<file path="src/rtl/scsi_arbsel.sv">
module scsi_arbsel #(
  parameter int FREE_CLKS = 4,
  parameter int ARB_CLKS  = 6,
  parameter int SEL_TMO   = 40
) (
  input  logic        clk,
  input  logic        rst_n,
  input  logic        wr_en,
  input  logic        rd_en,
  input  logic [2:0]  addr,
  input  logic [7:0]  wdata,
  output logic [15:0] rdata,
  output logic        irq_n,
  input  logic        bsy_i,
  input  logic        sel_i,
  input  logic        rst_i,
  input  logic        req_i,
  input  logic        msg_i,
  input  logic        cd_i,
  input  logic        io_i,
  input  logic [7:0]  db_i,
  output logic        bsy_o,
  output logic        sel_o,
  output logic        atn_o,
  output logic [7:0]  db_o
);
  localparam int CM1 = (ARB_CLKS > FREE_CLKS) ? ARB_CLKS : FREE_CLKS;
  localparam int CMAX = (SEL_TMO > CM1) ? SEL_TMO : CM1;
  localparam int CW = $clog2(CMAX + 1);
  localparam logic [CW-1:0] FREE_END = CW'(FREE_CLKS - 1);
  localparam logic [CW-1:0] ARB_END  = CW'(ARB_CLKS - 1);
  localparam logic [CW-1:0] SEL_END  = CW'(SEL_TMO - 1);
  localparam logic [3:0] S_IDLE = 4'd0, S_FREE = 4'd1, S_ARB = 4'd2,
                         S_SELA = 4'd3, S_SEL = 4'd4, S_CONN = 4'd5;

  logic [7:0]    id_reg, sel_reg, resel_id;
  logic [3:0]    st;
  logic [1:0]    rs;
  logic [CW-1:0] cnt;
  logic          won, conn, atn_en, new_req, req_q, rst_q, dph_q;
  logic [5:0]    cond, mask, set_v, clr_v;

  wire wr_id  = wr_en && addr == 3'd0;
  wire wr_sel = wr_en && addr == 3'd1;
  wire wr_arb = wr_en && addr == 3'd2;
  wire wr_ctl = wr_en && addr == 3'd3;
  wire wr_msk = wr_en && addr == 3'd4;
  wire wr_w1c = wr_en && addr == 3'd6;
  wire rd_st  = rd_en && addr == 3'd0;
  wire rd_utl = rd_en && addr == 3'd5;

  wire clr      = wr_ctl && wdata[0];
  wire abort    = clr || rst_i;
  wire bus_free = !bsy_i && !sel_i;
  wire [7:0] higher = db_i & ~(id_reg | (id_reg - 8'd1));
  wire resel_seen = (st == S_IDLE || st == S_FREE) && rs == 2'd0 && sel_i && io_i
                    && !bsy_i && |(db_i & id_reg);
  wire win        = !abort && st == S_ARB && cnt == ARB_END && higher == 8'd0;
  wire sel_ok     = !abort && st == S_SEL && bsy_i;
  wire resel_done = !abort && rs == 2'd1 && !sel_i;
  wire req_rise   = req_i && !req_q;
  wire dph        = bsy_i && !msg_i && !cd_i;

  assign set_v = {rst_i && !rst_q, dph_q && !dph, req_rise && msg_i, resel_done, sel_ok, win};
  assign clr_v = (wr_w1c ? wdata[5:0] : 6'd0) | (rd_utl ? 6'b000011 : 6'd0);

  always_ff @(posedge clk or negedge rst_n) begin
    if (!rst_n) begin
      st <= S_IDLE; rs <= 2'd0; cnt <= '0; won <= 1'b0; conn <= 1'b0; resel_id <= 8'd0;
    end else if (abort) begin
      st <= S_IDLE; rs <= 2'd0; cnt <= '0; conn <= 1'b0;
    end else begin
      case (st)
        S_IDLE: if (!resel_seen && wr_arb && rs == 2'd0) begin
          st <= S_FREE; cnt <= '0; won <= 1'b0;
        end
        S_FREE: begin
          if (resel_seen) st <= S_IDLE;
          else if (!bus_free) cnt <= '0;
          else if (cnt == FREE_END) begin st <= S_ARB; cnt <= '0; end
          else cnt <= cnt + 1'b1;
        end
        S_ARB: begin
          if (cnt == ARB_END) begin
            cnt <= '0;
            if (higher == 8'd0) begin st <= S_SELA; won <= 1'b1; end
            else st <= S_FREE;
          end else cnt <= cnt + 1'b1;
        end
        S_SELA: begin st <= S_SEL; cnt <= '0; end
        S_SEL: begin
          if (bsy_i) begin st <= S_CONN; conn <= 1'b1; end
          else if (cnt == SEL_END) st <= S_IDLE;
          else cnt <= cnt + 1'b1;
        end
        S_CONN: ;
        default: st <= S_IDLE;
      endcase
      case (rs)
        2'd0: if (resel_seen) begin rs <= 2'd1; resel_id <= db_i & ~id_reg; end
        2'd1: if (!sel_i) begin rs <= 2'd2; conn <= 1'b1; end
        2'd2: ;
        default: rs <= 2'd0;
      endcase
    end
  end

  always_ff @(posedge clk or negedge rst_n) begin
    if (!rst_n) begin
      id_reg <= 8'h80; sel_reg <= 8'h00; atn_en <= 1'b0; mask <= 6'd0; cond <= 6'd0;
      new_req <= 1'b0; req_q <= 1'b0; rst_q <= 1'b0; dph_q <= 1'b0;
    end else begin
      if (wr_id)  id_reg  <= wdata;
      if (wr_sel) sel_reg <= wdata;
      if (clr) atn_en <= 1'b0;
      else if (wr_ctl) atn_en <= wdata[1];
      if (wr_msk) mask <= wdata[5:0];
      cond    <= (cond & ~clr_v) | set_v;
      new_req <= req_rise || (new_req && !rd_st);
      req_q   <= req_i;
      rst_q   <= rst_i;
      dph_q   <= dph;
    end
  end

  assign bsy_o = st == S_ARB || st == S_SELA || rs == 2'd1;
  assign sel_o = st == S_SELA || st == S_SEL;
  assign atn_o = atn_en && (st == S_SELA || st == S_SEL || st == S_CONN);
  assign db_o  = (st == S_ARB) ? id_reg : (st == S_SELA || st == S_SEL) ? sel_reg : 8'h00;
  assign irq_n = ~|(cond & ~mask);

  always_comb begin
    case (addr)
      3'd0:    rdata = {8'h00, bsy_i, msg_i, cd_i, io_i, req_i, new_req, conn, won};
      3'd1:    rdata = {sel_reg, id_reg};
      3'd4:    rdata = {2'b00, st, rs, 2'b00, cond};
      3'd5:    rdata = {8'h00, resel_id};
      3'd6:    rdata = {10'd0, mask};
      default: rdata = 16'h0000;
    endcase
  end
endmodule

</file>
<file path="config.mk">
export PLATFORM = sky130hd
export DESIGN_NAME = scsi_arbsel
export DESIGN_NICKNAME = d
export VERILOG_FILES = /design/src/rtl/scsi_arbsel.sv
export SDC_FILE = /design/constraint.sdc
export NUM_CORES = 1
export LEC_CHECK = 0
export BUFFER_PORTS_ARGS = -buffer_cell sky130_fd_sc_hd__buf_2
export CAP_MARGIN = 40
export CORE_MARGIN = 1.5
export CORE_UTILIZATION = 51
export CTS_CLUSTER_SIZE = 25
export DETAILED_ROUTE_END_ITERATION = 10
export PLACE_DENSITY = 0.77
export SYNTH_ARGS = -nofsm -noshare
export SYNTH_HDL_FRONTEND = slang
export SYNTH_SLANG_ARGS = --single-unit
</file>
<file path="constraint.sdc">
create_clock -name clk -period 1.85 [get_ports clk]
set_input_delay 0.37 -clock clk [delete_from_list [all_inputs] [get_ports clk]]
set_output_delay 0.37 -clock clk [all_outputs]
set_load 0.02 [all_outputs]
</file>
==> impl_metrics.yaml, run 1 <==
yosys:
  synth_edf_count: 0
  synth_sequential_area_ratio: 0.419
  syn-cell-area_mm2: 0.00323
  synth_fa_ha_area_frac: 0.00776
  number_of_synthesized_register_bits: 54
  synthArstFlopShare: 1.00
  synth_nets: 358
  synth_top_family_by_area: "simple AND/OR/NAND/NOR gates"
  synthesis.area_per_instance_um2: 9.89
  synthXorXnorAreaFrac: 0
  synth_top_flop_cell: "sky130_fd_sc_hd__dfrtp_1"
  synth_compound_area_frac: 0.181
  synth-warning-count: 0
  post_synth_num_cell_types: 56
  synth_simple_gate_area_share: 0.206
  postSynthCellCount: 326
  synth_mux_area_frac: 0.149
clocking:
  cts_htree_levels: 2
  cts_inserted_buffers: 5
  clock_tree.buffer_depth: 2
  clock_tree_from_tritoncts: "done"
  clock_latency_at_the_later_pin_of_the_worst_skew_pair_ps: 330
  ctsRootBufferMaster: "sky130_fd_sc_hd__clkbuf_8"
  cts.reportedPaths.clkPinSlew_ps: 110
  cts_num_sinks: 54
placed_design:
  detailed_place_hpwl_um: 6980
  post-place-ws_ps: -83.5
  place.gp.congestion: 0.921
  buffer_ports.inserted: 57
layout:
  insertedDiodeCount: 0
  flow.area_growth_from_synthesis_pct: 45.9
  fin_nets: 488
  filler_cell_count_in_the_final_layout: 348
  fraction_of_layout_cells_with_a_size_suffix_above_1: 0.508
  post-route-util: 0.781
worst_setup_path:
  slowest_delay_ps: 480
  path_cells: "buf_6 > nor3b_4 > buf_12 > a22o_1 > buf_6"
  worst_ep_required_time_ps: 1480
  ff2ff_path_depth: 6
  cell_at_the_slowest_stage_of_the_critical_path: "sky130_fd_sc_hd__dfrtp_1"
  worstSetupPathDepth: 5
  critPathKind: "reg -> out"
  critical_path_buf_inv_count: 3
  endpoint_kind: "primary output"
  cp-start-kind: "flop"
  crit_path_max_fanout: 9
  cell_repeated_most_along_the_worst_path: "sky130_fd_sc_hd__buf_6"
  cpLargestDelayFamily: "flip-flops"
  crit_arrival_ps: 1690
floorplanning:
  die_height_um: 82.5
  chipWidth_um: 82.5
  floorplan.io_pins: 58
  dieArea_mm2: 0.00681
  fp.coreArea_mm2: 0.00603
  start_util: 0.535
  placement_rows: 28
pwr:
  ir_drop_mv: 0.590
  total_leakage_power_nw: 2.17
  power.density_mw_per_mm2: 761
  power.total_mw: 3.58
global_routing:
  grt_max_degree: 55
  initial_antenna_violation_count: 0
  grt.total_usage: 0.351
  grt_pass1_wl_um: 17500
  globalRouteOverflowTotal: 0
  via_count_of_the_first_global_routing_pass: 3406
sta:
  rsz0062_at_grt: "yes"
  fmaxAchievable_ghz: 0.485
  report.final.slew_viol_count: 0
  totalNegativeSetupSlack_ps: -4550
  timing.clock.skew_ps: 20.1
  setup_viol: 31
  final.setup.worst_slack_ps: -211
  post-route-period-util: 1.11
  worstMarginPinSlew_ps: 776
  slew_headroom: 0.476
  layout_min_cycle_time_ps: 2060
  hold_viol_final: 0
drt:
  wl_met1_um: 4660
  avgRoutedWirePerCell_um: 24.6
  first_iter_violations: 440
  top_signal_layer_used: "met4"
  wl_met3_um: 1570
  drtAntennaViolNets: 0
  detailroute.via_count: 3647
  drt-total-wl_um: 13100
  route.met2.wl_um: 6080
  dr.pass1.iters: 5
  mean_number_of_vias_per_cell: 6.86
  drc: 0
status:
  violations: "negative setup slack"
  status: "finished with violations"
run:
  drv_cap: 0
worst_hold_path:
  worstHoldPathType: "in -> async"
-- synthesized netlist by cell type, types with 2 or more instances --
| cell type | count | area (um2) |
|---|---|---|
| sky130_fd_sc_hd__o21ai_0 | 11 | 55.1 |
| sky130_fd_sc_hd__a32o_1 | 4 | 40.0 |
| sky130_fd_sc_hd__nor3b_1 | 4 | 30.0 |
| sky130_fd_sc_hd__o2bb2ai_1 | 2 | 17.5 |
| sky130_fd_sc_hd__nor2_1 | 23 | 86.3 |
| sky130_fd_sc_hd__and2_1 | 7 | 43.8 |
| sky130_fd_sc_hd__a31oi_1 | 4 | 25.0 |
| sky130_fd_sc_hd__inv_1 | 12 | 45.0 |
| sky130_fd_sc_hd__nand4_1 | 4 | 25.0 |
| sky130_fd_sc_hd__nor3_1 | 5 | 25.0 |
| sky130_fd_sc_hd__nand2_1 | 23 | 86.3 |
| sky130_fd_sc_hd__o32ai_1 | 2 | 17.5 |
| sky130_fd_sc_hd__nand3b_1 | 5 | 37.5 |
| sky130_fd_sc_hd__mux2i_1 | 12 | 120 |
| sky130_fd_sc_hd__nor2b_1 | 12 | 75.1 |
| sky130_fd_sc_hd__nand3_1 | 6 | 30.0 |
| sky130_fd_sc_hd__clkbuf_1 | 13 | 48.8 |
| sky130_fd_sc_hd__a22oi_1 | 11 | 82.6 |
| sky130_fd_sc_hd__nand2b_1 | 6 | 37.5 |
| sky130_fd_sc_hd__ha_1 | 2 | 25.0 |
| sky130_fd_sc_hd__a41oi_1 | 3 | 26.3 |
| sky130_fd_sc_hd__a22o_1 | 11 | 96.3 |
| sky130_fd_sc_hd__o211ai_1 | 3 | 22.5 |
| sky130_fd_sc_hd__dfrtp_1 | 53 | 1330 |
| sky130_fd_sc_hd__buf_2 | 2 | 10.0 |
| sky130_fd_sc_hd__o22ai_1 | 9 | 56.3 |
| sky130_fd_sc_hd__o31ai_1 | 2 | 15.0 |
| sky130_fd_sc_hd__and3_1 | 3 | 18.8 |
| sky130_fd_sc_hd__or4_1 | 2 | 15.0 |
| sky130_fd_sc_hd__a21oi_1 | 13 | 65.1 |
| sky130_fd_sc_hd__mux2_2 | 30 | 338 |
| sky130_fd_sc_hd__or2_2 | 3 | 18.8 |
-- layout make-up --
type                            instances  area [um2]  share of cell area
Clock buffer                            5        68.8              0.0146
Clock inverter                          3        47.5              0.0101
Inverter                               12        45.0             0.00957
Multi-Input combinational cell        245        2030               0.432
Sequential cell                        54        1350               0.288
Tap cell                               75        93.8              0.0199
Timing Repair Buffer                  138        1060               0.226
-- metal layers --
layer | GRT usage | vias up
li1 | - | 1477
met1 | 0.461 | 1753
met2 | 0.562 | 322
met3 | 0.0769 | 95
met4 | 0.142 | 0
met5 | 0 | -
-- where the power goes --
| part | total [mW] | switching, mW | leakage (nW) | internal, mW |
|---|---|---|---|---|
| Sequential | 1.56 | 0.180 | 0.676 | 1.38 |
| Combinational | 1.16 | 0.587 | 1.43 | 0.578 |
| Clock | 0.859 | 0.447 | 0.0587 | 0.411 |
-- per-stage QoR --
stage / cell area (um2) / cells / hold WS [ps]
after floorplan: 3250 / 326 / 74.4
after global placement: 4020 / 500 / 390
after detailed placement: 4020 / 500 / 388
after CTS: 4500 / 524 / 39.1
after global routing: 4710 / 532 / 37.8
final: 4710 / 532 / 20.5
-- final timing paths --
check	from	endpoint	slack (ps)
worst max register to register	st[1]$_DFFE_PN0P_	resel_id[6]$_DFFE_PN0P_	-210
min in group clk	req_i	req_q$_DFF_PN0_	190
worst max-delay path	st[0]$_DFFE_PN0P_	db_o[4]	-210
worst min register to register	atn_en$_DFFE_PN0P_	atn_en$_DFFE_PN0P_	510
worst min-delay path	rst_n	req_q$_DFF_PN0_	20
max in group asynchronous	rst_n	id_reg[7]$_DFFE_PN1P_	1540
-- cells by family (layout without fill, tap and decap cells) --
family | after synthesis | after routing
AND/OR/NAND/NOR | 115 | 117
flip-flops | 54 | 54
buffers and inverters | 29 | 158
AO/OA/AOI/OAI | 83 | 83
multiplexers | 43 | 43
adder cells (fa/ha/maj) | 2 | 2
-- timing repair --
action / 4_1_cts / 5_1_grt
buffers inserted: 16 / 8
pin swaps: 16 / 12
setup endpoints to repair: 31 / 42
gates resized for setup: 64 / 35
hold buffers: 0 / 0
cloned: 2 / 0
-- cell usage in the layout, fill, tap and decap left out, types with 6 or more instances in the layout --
master	instances
sky130_fd_sc_hd__a21oi_1	9
sky130_fd_sc_hd__a22o_1	11
sky130_fd_sc_hd__a22oi_1	8
sky130_fd_sc_hd__and2_1	6
sky130_fd_sc_hd__buf_2	41
sky130_fd_sc_hd__buf_4	68
sky130_fd_sc_hd__buf_6	25
sky130_fd_sc_hd__dfrtp_1	52
sky130_fd_sc_hd__inv_1	11
sky130_fd_sc_hd__mux2_2	27
sky130_fd_sc_hd__mux2i_1	11
sky130_fd_sc_hd__nand2_1	18
sky130_fd_sc_hd__nand3_1	6
sky130_fd_sc_hd__nor2_1	20
sky130_fd_sc_hd__nor2b_1	9
sky130_fd_sc_hd__o21ai_0	7
No activity file was read; power rests on OpenSTA's default activity.
==> run 2, diff against run 1 <==
--- a/config.mk
+++ b/config.mk
@@ -8,10 +8,10 @@
 export BUFFER_PORTS_ARGS = -buffer_cell sky130_fd_sc_hd__buf_2
 export CAP_MARGIN = 40
 export CORE_MARGIN = 1.5
-export CORE_UTILIZATION = 51
+export CORE_UTILIZATION = 56
 export CTS_CLUSTER_SIZE = 25
 export DETAILED_ROUTE_END_ITERATION = 10
-export PLACE_DENSITY = 0.77
+export PLACE_DENSITY = 0.8
 export SYNTH_ARGS = -nofsm -noshare
 export SYNTH_HDL_FRONTEND = slang
 export SYNTH_SLANG_ARGS = --single-unit
==> constraint.sdc (replaced) <==
create_clock -name clk -period 2 [get_ports clk]
set_input_delay 0.4 -clock clk [delete_from_list [all_inputs] [get_ports clk]]
set_output_delay 0.4 -clock clk [all_outputs]
set_load 0.02 [all_outputs]
==> run 2 against run 1 <==
Against the previous run:
- wire length down 17%
- count of clock-buffer cells in the layout up 2
- clock skew fell by 17 ps
- via count is 8.4% lower
- highest routed layer unchanged
- critical path depth increased by 1
- sequential power shrank 8%
- cell count shrank 6.6%
- the flow still finishes with violations (negative setup slack)
- register-to-register slack improved by 100 ps
- global-route usage decreased by 2.8 points
- setup slack gained 100 ps
- die area shrank 8.6%
- clock power down 14%
==> impl_metrics.yaml, run 2 (synthesized netlist as in run 1, its figures left out) <==
global_routing:
  grt_pass1_wl_um: 15500
  initial_antenna_violation_count: 0
  globalRouteOverflowTotal: 0
  grt_max_degree: 37
  grt.total_usage: 0.323
  via_count_of_the_first_global_routing_pass: 3130
placed_design:
  dpl-instance-area_mm2: 0.00383
  place.gp.congestion: 0.945
  buffer_ports.inserted: 57
  detailed_place_hpwl_um: 6920
drt:
  drc: 0
  mean_number_of_vias_per_cell: 6.72
  avgRoutedWirePerCell_um: 21.9
  detailroute.via_count: 3339
  dr.pass1.iters: 7
  drt-total-wl_um: 10900
  first_iter_violations: 375
  drtAntennaViolNets: 0
sta:
  fmaxAchievable_ghz: 0.474
  totalNegativeSetupSlack_ps: -850
  report.final.slew_viol_count: 0
  worstMarginPinSlew_ps: 790
  post-route-period-util: 1.06
  setup_viol: 13
  layout_min_cycle_time_ps: 2110
  timing.clock.skew_ps: 3.22
  slew_headroom: 0.466
  final.setup.worst_slack_ps: -110
  rsz0062_at_grt: "yes"
  hold_viol_final: 0
worst_setup_path:
  r2r-start: "rs[0]$_DFFE_PN0P_"
  ff2ff_path_depth: 6
  slowest_delay_ps: 690
  critical_path_buf_inv_count: 1
  regToRegSetupSlack_ps: -110
  cp-start-kind: "flop"
  crit_arrival_ps: 2340
  worst_r2r_endpoint: "st[0]$_DFFE_PN0P_"
  path_cells: "buf_4 > nor2_1 > nand4_1 > a2111oi_1 > o21ai_0 > mux2i_1"
  cpLargestDelayFamily: "compound AO/OA/AOI/OAI gates"
  critPathKind: "reg -> reg"
  cell_at_the_slowest_stage_of_the_critical_path: "sky130_fd_sc_hd__a2111oi_1"
  worst_ep_required_time_ps: 2230
  crit_path_max_fanout: 5
  endpoint_kind: "flop"
floorplanning:
  start_util: 0.582
  floorplan.io_pins: 58
  fp.coreArea_mm2: 0.00554
  dieArea_mm2: 0.00622
  placement_rows: 27
  die_height_um: 78.9
  chipWidth_um: 78.9
layout:
  fin_nets: 456
  layout_commonest_cell: "sky130_fd_sc_hd__dfrtp_1"
  flow.area_growth_from_synthesis_pct: 31.6
  fraction_of_layout_cells_with_a_size_suffix_above_1: 0.416
  filler_cell_count_in_the_final_layout: 364
  post-route-util: 0.766
  insertedDiodeCount: 0
  layout_common_cells: "sky130_fd_sc_hd__dfrtp_1 (50), sky130_fd_sc_hd__buf_2 (47), sky130_fd_sc_hd__buf_4 (41)"
  finalInstanceArea_mm2: 0.00425
pwr:
  power.density_mw_per_mm2: 702
  power.total_mw: 2.98
  ir_drop_mv: 0.468
  total_leakage_power_nw: 1.96
clocking:
  clock_tree_from_tritoncts: "done"
  cts_htree_levels: 2
  cts_num_sinks: 54
  ctsRootBufferMaster: "sky130_fd_sc_hd__clkbuf_8"
  clock_tree.buffer_depth: 2
  clock_latency_at_the_later_pin_of_the_worst_skew_pair_ps: 310
  cts.reportedPaths.clkPinSlew_ps: 90
  cts_hold_buffers: 0
  cts_inserted_buffers: 5
run:
  drv_cap: 0
status:
  violations: "negative setup slack"
  status: "finished with violations"
worst_hold_path:
  worstHoldPathType: "in -> async"
-- run 2: layer usage --
layer  up-vias  part of all wire  global-route usage
met1      1629              0.38               0.435
li1       1412                 -                   -
met4         0             0.050               0.133
met2       238              0.47               0.519
met5         -                 0                   0
met3        60             0.096              0.0563
-- run 2: layout make-up --
| class | instances | area (um2) | area share |
|---|---|---|---|
| clock buffer | 7 | 76.3 | 0.0180 |
| clock inverter | 1 | 30.0 | 0.00707 |
| inverter | 12 | 45.0 | 0.0106 |
| multi-input combinational | 245 | 1880 | 0.444 |
| sequential | 54 | 1360 | 0.319 |
| tap | 72 | 90.1 | 0.0212 |
| timing repair buffer | 106 | 763 | 0.180 |
-- run 2: timing repair --
action	4_1_cts	5_1_grt
pin swaps	8	7
gates cloned	2	1
resized for setup	21	36
endpoints found under the setup margin	13	29
buffers inserted	4	6
-- run 2: report_power, final --
group          switching [mW]  leakage, nW  internal, mW  total, mW
Combinational           0.412         1.24         0.395      0.808
Sequential              0.160        0.672          1.28       1.44
Clock                   0.362       0.0524         0.375      0.737
-- run 2: worst max path at each step --
stage                            from                      end  slack [ps]  cells past startpoint
global route        rs[0]$_DFFE_PN0P_        st[0]$_DFFE_PN0P_        -160                      6
global placement              db_i[4]        st[0]$_DFFE_PN0P_         -10                      7
floorplan                     addr[1]                 rdata[1]          40                      5
CTS                 st[2]$_DFFE_PN0P_  resel_id[3]$_DFFE_PN0P_         -30                      6
detailed placement            db_i[4]        st[0]$_DFFE_PN0P_         -30                      7
finish              rs[0]$_DFFE_PN0P_        st[0]$_DFFE_PN0P_        -110                      6
-- run 2: per-stage QoR --
stage               hold WS (ps)  cells  setup WS (ps)
floorplan                    104    326           41.8
global placement             372    477          -13.6
detailed placement           375    477          -26.8
CTS                         38.8    491          -29.9
global route                58.5    497           -162
finish                      31.0    497           -110
